## src/rtl/smbus_idx_regs.sv

```systemverilog
module smbus_idx_regs #(
  parameter logic [6:0] SLV_ADDR = 7'h6E,
  parameter logic [7:0] R0_RST   = 8'h07,
  parameter logic [7:0] R1_RST   = 8'hFF,
  parameter logic [7:0] R2_RST   = 8'h00,
  parameter logic [7:0] ID_VAL   = 8'h20,
  parameter logic [7:0] ID_IDX   = 8'd4,
  parameter logic [7:0] SPAN     = 8'd5
) (
  input  logic       clk,
  input  logic       rst_n,
  input  logic       scl_i,
  input  logic       sda_i,
  output logic       sda_oe,
  output logic [7:0] cfg_ctrl,
  output logic [7:0] cfg_oe,
  output logic [7:0] cfg_stop
);
  typedef enum logic [2:0] {S_IDLE, S_ADDR, S_OFS, S_CNT, S_WDAT, S_TX} st_t;

  logic [1:0] scl_sy, sda_sy;
  logic       scl_q, sda_q;
  st_t        state;
  logic [3:0] bitcnt;
  logic [6:0] shreg;
  logic [7:0] ptr, remain, txb, rd_val;
  logic       txing, first, ack_pend;

  wire scl_s   = scl_sy[1];
  wire sda_s   = sda_sy[1];
  wire start_c = scl_s & scl_q & sda_q & ~sda_s;
  wire stop_c  = scl_s & scl_q & ~sda_q & sda_s;
  wire rise    = scl_s & ~scl_q;
  wire fall    = ~scl_s & scl_q;
  wire [7:0] rx = {shreg, sda_s};

  always_ff @(posedge clk or negedge rst_n)
    if (!rst_n) begin
      scl_sy <= 2'b11; sda_sy <= 2'b11; scl_q <= 1'b1; sda_q <= 1'b1;
    end else begin
      scl_sy <= {scl_sy[0], scl_i}; sda_sy <= {sda_sy[0], sda_i};
      scl_q  <= scl_s;              sda_q  <= sda_s;
    end

  always_comb
    case (ptr)
      8'd0:    rd_val = cfg_ctrl;
      8'd1:    rd_val = cfg_oe;
      8'd2:    rd_val = cfg_stop;
      ID_IDX:  rd_val = ID_VAL;
      default: rd_val = 8'h00;
    endcase

  always_ff @(posedge clk or negedge rst_n)
    if (!rst_n) begin
      state <= S_IDLE; bitcnt <= '0; shreg <= '0; ptr <= '0; remain <= '0;
      txb <= '0; txing <= 1'b0; first <= 1'b0; ack_pend <= 1'b0; sda_oe <= 1'b0;
      cfg_ctrl <= R0_RST; cfg_oe <= R1_RST; cfg_stop <= R2_RST;
    end else if (start_c) begin
      state <= S_ADDR; bitcnt <= '0; txing <= 1'b0; ack_pend <= 1'b0; sda_oe <= 1'b0;
    end else if (stop_c) begin
      state <= S_IDLE; bitcnt <= '0; txing <= 1'b0; ack_pend <= 1'b0; sda_oe <= 1'b0;
    end else if (state != S_IDLE) begin
      if (rise) begin
        if (bitcnt != 4'd8) begin
          shreg  <= rx[6:0];
          bitcnt <= bitcnt + 4'd1;
          if (bitcnt == 4'd7) begin
            ack_pend <= 1'b0;
            if (!txing)
              case (state)
                S_ADDR:
                  if (rx[7:1] == SLV_ADDR) begin
                    ack_pend <= 1'b1; first <= 1'b1;
                    state <= rx[0] ? S_TX : S_OFS;
                  end else state <= S_IDLE;
                S_OFS: begin ptr <= rx; ack_pend <= 1'b1; state <= S_CNT; end
                S_CNT:
                  if (rx == 8'd0) state <= S_IDLE;
                  else begin remain <= rx; ack_pend <= 1'b1; state <= S_WDAT; end
                S_WDAT:
                  if (remain == 8'd0) state <= S_IDLE;
                  else begin
                    case (ptr)
                      8'd0: cfg_ctrl <= rx;
                      8'd1: cfg_oe   <= rx;
                      8'd2: cfg_stop <= rx;
                      default: ;
                    endcase
                    ptr <= ptr + 8'd1; remain <= remain - 8'd1; ack_pend <= 1'b1;
                  end
                default: ;
              endcase
          end
        end else begin
          bitcnt <= '0;
          if (txing && sda_s) begin
            state <= S_IDLE; txing <= 1'b0;
          end else if (state == S_TX) begin
            txb <= first ? SPAN : rd_val;
            if (!first) ptr <= ptr + 8'd1;
            first <= 1'b0; txing <= 1'b1;
          end
        end
      end
      if (fall) begin
        if (bitcnt == 4'd8) sda_oe <= ack_pend;
        else                sda_oe <= txing & ~txb[3'd7 - bitcnt[2:0]];
      end
    end
endmodule

```

## config.mk

```make
export PLATFORM = sky130hd
export DESIGN_NAME = smbus_idx_regs
export DESIGN_NICKNAME = d
export VERILOG_FILES = /design/src/rtl/smbus_idx_regs.sv
export SDC_FILE = /design/constraint.sdc
export NUM_CORES = 1
export LEC_CHECK = 0
export BUFFER_PORTS_ARGS = -buffer_cell sky130_fd_sc_hd__clkbuf_2
export CORE_ASPECT_RATIO = 2
export CORE_MARGIN = 2
export CORE_UTILIZATION = 60
export DETAILED_ROUTE_END_ITERATION = 10
export GPL_TIMING_DRIVEN = 0
export PLACE_DENSITY = 0.9
export SKIP_CTS_REPAIR_TIMING = 1
export SLEW_MARGIN = 40
export SYNTH_ARGS = -nofsm -noshare
export SYNTH_HDL_FRONTEND = slang
export SYNTH_SLANG_ARGS = --single-unit
```

## constraint.sdc

```tcl
create_clock -name clk -period 5.04 [get_ports clk]
set_clock_uncertainty 0.1 [all_clocks]
set_input_delay 0.756 -clock clk [delete_from_list [all_inputs] [get_ports clk]]
set_output_delay 0.756 -clock clk [all_outputs]
set_load 0.05 [all_outputs]
```

# After elaboration in Yosys (flattened, before gate mapping)
# Index checks and enable logic that the tools add are counted.
[totals]
register_bits = 72
[op_classes]
bitwise_logic = 19
n_reduce_logical = 27
n_eq_ne = 27
order_cmp = 1
n_mux = 63
addsub = 4
[op_table]
columns = ["op", "n"]
rows = [
  ["$mux W8", 10],
  ["$reduce_and A10 Y1", 5],
  ["$mux W3", 12],
  ["$pmux W8 S2", 2],
  ["$pmux W8 S4", 1],
  ["$mux W1", 30],
  ["$logic_not A8 Y1", 3],
  ["$mux W4", 5],
  ["$reduce_bool A3 Y1", 6],
  ["$reduce_and A7 Y1", 2],
  ["$pmux W3 S4", 1],
  ["$not A1 Y1", 11],
  ["$reduce_and A11 Y1", 1],
  ["$add A8 B1 Y8 const B", 1],
  ["$and A1 B1 Y1", 8],
  ["$eq A8 B1 Y1 const B", 1],
  ["$eq A8 B2 Y1 const B", 1],
  ["$eq A8 B3 Y1 const B", 1],
  ["$ne A2 B1 Y1 const B", 4],
  ["$ne A2 B2 Y1 const B", 4],
  ["$ne A4 B4 Y1 const B", 2],
  ["$reduce_and A4 Y1", 2],
  ["$reduce_bool A4 Y1", 2],
  ["$sub A8 B1 Y8 const B", 1],
  ["20 further kinds", 25],
]

# Depth between registers and ports, before layout
[logic_depth]
depth_word = 10
depth_mapped = 9
mapped_depth_nobuf = 7

# Least setup slack after synthesis
# No wires, ideal clock.
[synth_path]
kind = "reg-to-reg"
start = "reg bitcnt[0]"
end = "reg state[0]"
t_required_ns = 4.815
setup_time_ns = 0.125
setup_slack_ns = 2.950
period_less_slack_ns = 2.090
arrival_ns = 1.866
path_stages_with_launch = 7
path_buffers = 0
path_cell_list = "dfrtp_1 -> ha_1 -> nor4bb_1 -> nand3_1 -> a21oi_1 -> a311o_1 -> mux2_2"
[synth_between]
elab_chain_cells = 6
[synth_rtl]
columns = ["element", "line_no", "rtl"]
rows = [
  ["start: declaration", "24", "logic [3:0] bitcnt;"],
  ["start signal: assignment", "67", "bitcnt <= bitcnt + 4'd1;"],
  ["$ne A4 B4 Y1", "65", "if (bitcnt != 4'd8) begin"],
  ["$mux W3", "65", ""],
  ["$mux W3", "64", "if (rise) begin"],
  ["$mux W3", "63", "end else if (state != S_IDLE) begin"],
  ["$mux W3", "61", "end else if (stop_c) begin"],
  ["$mux W3", "59", "end else if (start_c) begin"],
  ["end signal: assignment", "75", "state <= rx[0] ? S_TX : S_OFS;"],
  ["end: declaration", "23", "st_t state;"],
]
# Several ways; a longest one is shown, not always the timed one. The select of a mux whose other input is x is not followed.
# A chain may end at the register's enable or synchronous reset.

# Worst setup path after layout
# Ends and elaborated chain as after synthesis.

==> flow_metrics.tcl <==
set metrics [dict create \
    rows 41 \
    route.detailed.drc 0 \
    vias_per_cell 6.48 \
    ys_seq_area_share_pct 46.8 \
    syn_inst 358 \
    synth_edf_count 0 \
    initial_utilization_pct 61.8 \
    final_nets 409 \
    vdd_drop_max_mv 0.190 \
    clk_latency_ns 0.34 \
    cts_tree "done" \
    critPathMaxFanout 5 \
    synth_compound_area_share_pct 16.1 \
    grt_first_pass_wirelength_microns 15900 \
    grt_overflow 0 \
    die_w_microns 61 \
    rsz0062_at_grt "no" \
    cp-start-kind "register" \
    tightest_slew_ns 0.631 \
    cts_max_path_buffers 2 \
    synth_fa_ha_area_share_pct 2.57 \
    grt_max_degree 73 \
    num_io_pins 29 \
    grt_pass1_vias 3180 \
    synth-seq-cells 72 \
    post_route_cells_drive_above_1_share_pct 27.9 \
    drv_slew 0 \
    synthXorXnorAreaFrac_pct 0.225 \
    cp-end-kind "register" \
    wl_microns 9820 \
    status "finished clean" \
    numCtsBuffers 9 \
    antennaDiodeCount 0 \
    gp_congestion 0.949 \
    fin_tns_setup_ns 0 \
    grt_use_total_pct 29.8 \
    final_common_cell "dfrtp_1" \
    area_growth_pct 14.0 \
    synthesis.area_sq_um 3900 \
    hold_viol_final 0 \
    num_vias 3164 \
    root_buffer "clkbuf_16" \
    antenna_found_initial 0 \
    crit_type "register to register" \
    muxShareOfSynthArea_pct 13.5 \
    post_drt_wl_per_cell_microns 20.1 \
    synth-simple-area-share_pct 16.5 \
    synth.avg_cell_area_sq_um 10.9 \
    fmax_ghz 0.389 \
    leakage_nw 2.04 \
    synth_fp_nets 370 \
    cts_sinks 72 \
    place_inst 472 \
    io_buffers 28 \
    synth_top_family_by_area "simple AND/OR/NAND/NOR gates" \
    hp-class "register to register" \
    drtIter0Drc 369 \
    core-area_sq_um 6310 \
    multiInputGateArea_sq_um 1910 \
    period_needed_ns 2.57 \
    cap_violations 0 \
    yosysUniqueCellTypes 63 \
    setup_viol 0 \
    stdcell_count 488 \
    fillerInstances 403 \
    regArea_sq_um 1820 \
    synth-warning-count 0 \
    die_area_sq_um 7200 \
    dp.final_hpwl_microns 6580 \
    powerDensity_nw_per_um2 287 \
    synthFlopType "dfrtp_1" \
    ant_nets 0 \
    ys_async_sr_fraction_pct 100 \
    firstDrtPassIters 7 \
    fin_crit_sh_pct 50.9 \
    critPathArrivalTime_ns 2.69 \
    chipHeight_microns 118 \
    worstPathRequired_ns 5.16 \
    final_cell_mix "dfrtp_1 (55), nand2_1 (30), a21oi_1 (27), clkbuf_2 (27), o21ai_0 (26)" \
    slew_headroom_pct 57.9 \
    cts.clk_slew.worst_paths_ns 0.05 \
    htreeDepth 3 \
]
[flip-flops by register name (all words and copies together), names as in the netlist, 2 cells and up]
register  flops
txb           8
cfg_oe        8
shreg         7
cfg_stop      8
ptr           8
sda_sy        2
scl_sy        2
state         3
remain        8
cfg_ctrl      8
bitcnt        4
[area by class of cell]
cell class / count / area share, %
Buffer: 21 / 2.62
Clock buffer: 14 / 6.17
Clock inverter: 2 / 0.282
Inverter: 14 / 1.18
Multi-Input combinational cell: 251 / 43.0
Sequential cell: 72 / 41.0
Tap cell: 86 / 2.42
Timing Repair Buffer: 28 / 3.35
[synth_stat cells (4+ instances only)]
cell | n | area share (%)
nor2_1 | 21 | 2.0
inv_1 | 14 | 1.3
nor4_1 | 4 | 0.64
nand4_1 | 9 | 1.4
a21oi_1 | 27 | 3.5
ha_1 | 8 | 2.6
dfrtp_1 | 55 | 35
clkbuf_1 | 9 | 0.87
nand3_1 | 8 | 1.0
nand2b_1 | 5 | 0.80
o21ai_0 | 26 | 3.3
mux2_2 | 9 | 2.6
dfstp_2 | 17 | 11
a222oi_1 | 7 | 1.8
nand2_1 | 30 | 2.9
mux2_4 | 24 | 9.2
[critical path, stage by stage, from the launching register on]
cell,delay (ns)
dfrtp_1,0.44
ha_1,0.26
nor4bb_1,0.57
nand3_1,0.19
a21oi_1,0.26
a311o_1,0.28
mux2_2,0.36
[path summary, 6_finish.rpt]
kind	from	endpoint	slack, ns	cells after the start
setup / recovery	bitcnt[0]	state[0]	2.47	6
hold / removal	scl_sy[0]	scl_sy[1]	0.26	0
setup reg to reg	bitcnt[0]	state[0]	2.47	6
hold reg to reg	scl_sy[0]	scl_sy[1]	0.26	0
max in group asynchronous	rst_n	remain[1]	4.11	1
min in group asynchronous	rst_n	ack_pend	0.32	1
[kinds of logic (layout without fill, tap and decap cells)]
| family | after synthesis | count (layout) |
|---|---|---|
| simple gates | 109 | 109 |
| compound gates | 96 | 96 |
| flops | 72 | 72 |
| mux | 37 | 37 |
| buf+inv | 35 | 79 |
| fa+ha+maj | 8 | 8 |
| xor+xnor | 1 | 1 |
[metrics by stage]
| step | total power [mW] | util, % | hold WS (ns) | setup WS [ns] | cell area (sq um) |
|---|---|---|---|---|---|
| 2_1_floorplan | 0.648 | - | 0.245 | 2.95 | 3900 |
| 3_3_place_gp | 0.673 | 65.7 | 0.245 | 2.52 | 4150 |
| 3_5_place_dp | 0.678 | 65.9 | 0.249 | 2.53 | 4160 |
| 4_1_cts | 1.28 | 70.4 | 0.257 | 2.52 | 4440 |
| 5_1_grt | 1.32 | 70.4 | 0.263 | 2.29 | 4440 |
| 6_report | 1.27 | 70.4 | 0.256 | 2.47 | 4440 |
[per-layer routing]
metal	share of wire [%]	global-route usage [%]	wire length, microns
met5	0	0	0
met4	5.9	20.5	578
met3	5.8	8.13	570
met2	53	48.9	5230
met1	35	30.9	3440
[power by group]
part | leakage [nW] | total, mW | internal [mW] | switching (mW)
sequential | 0.943 | 0.598 | 0.591 | 0.00724
combinational | 0.960 | 0.0704 | 0.0216 | 0.0488
clock | 0.139 | 0.606 | 0.373 | 0.233
No activity file was read; power rests on OpenSTA's default activity.
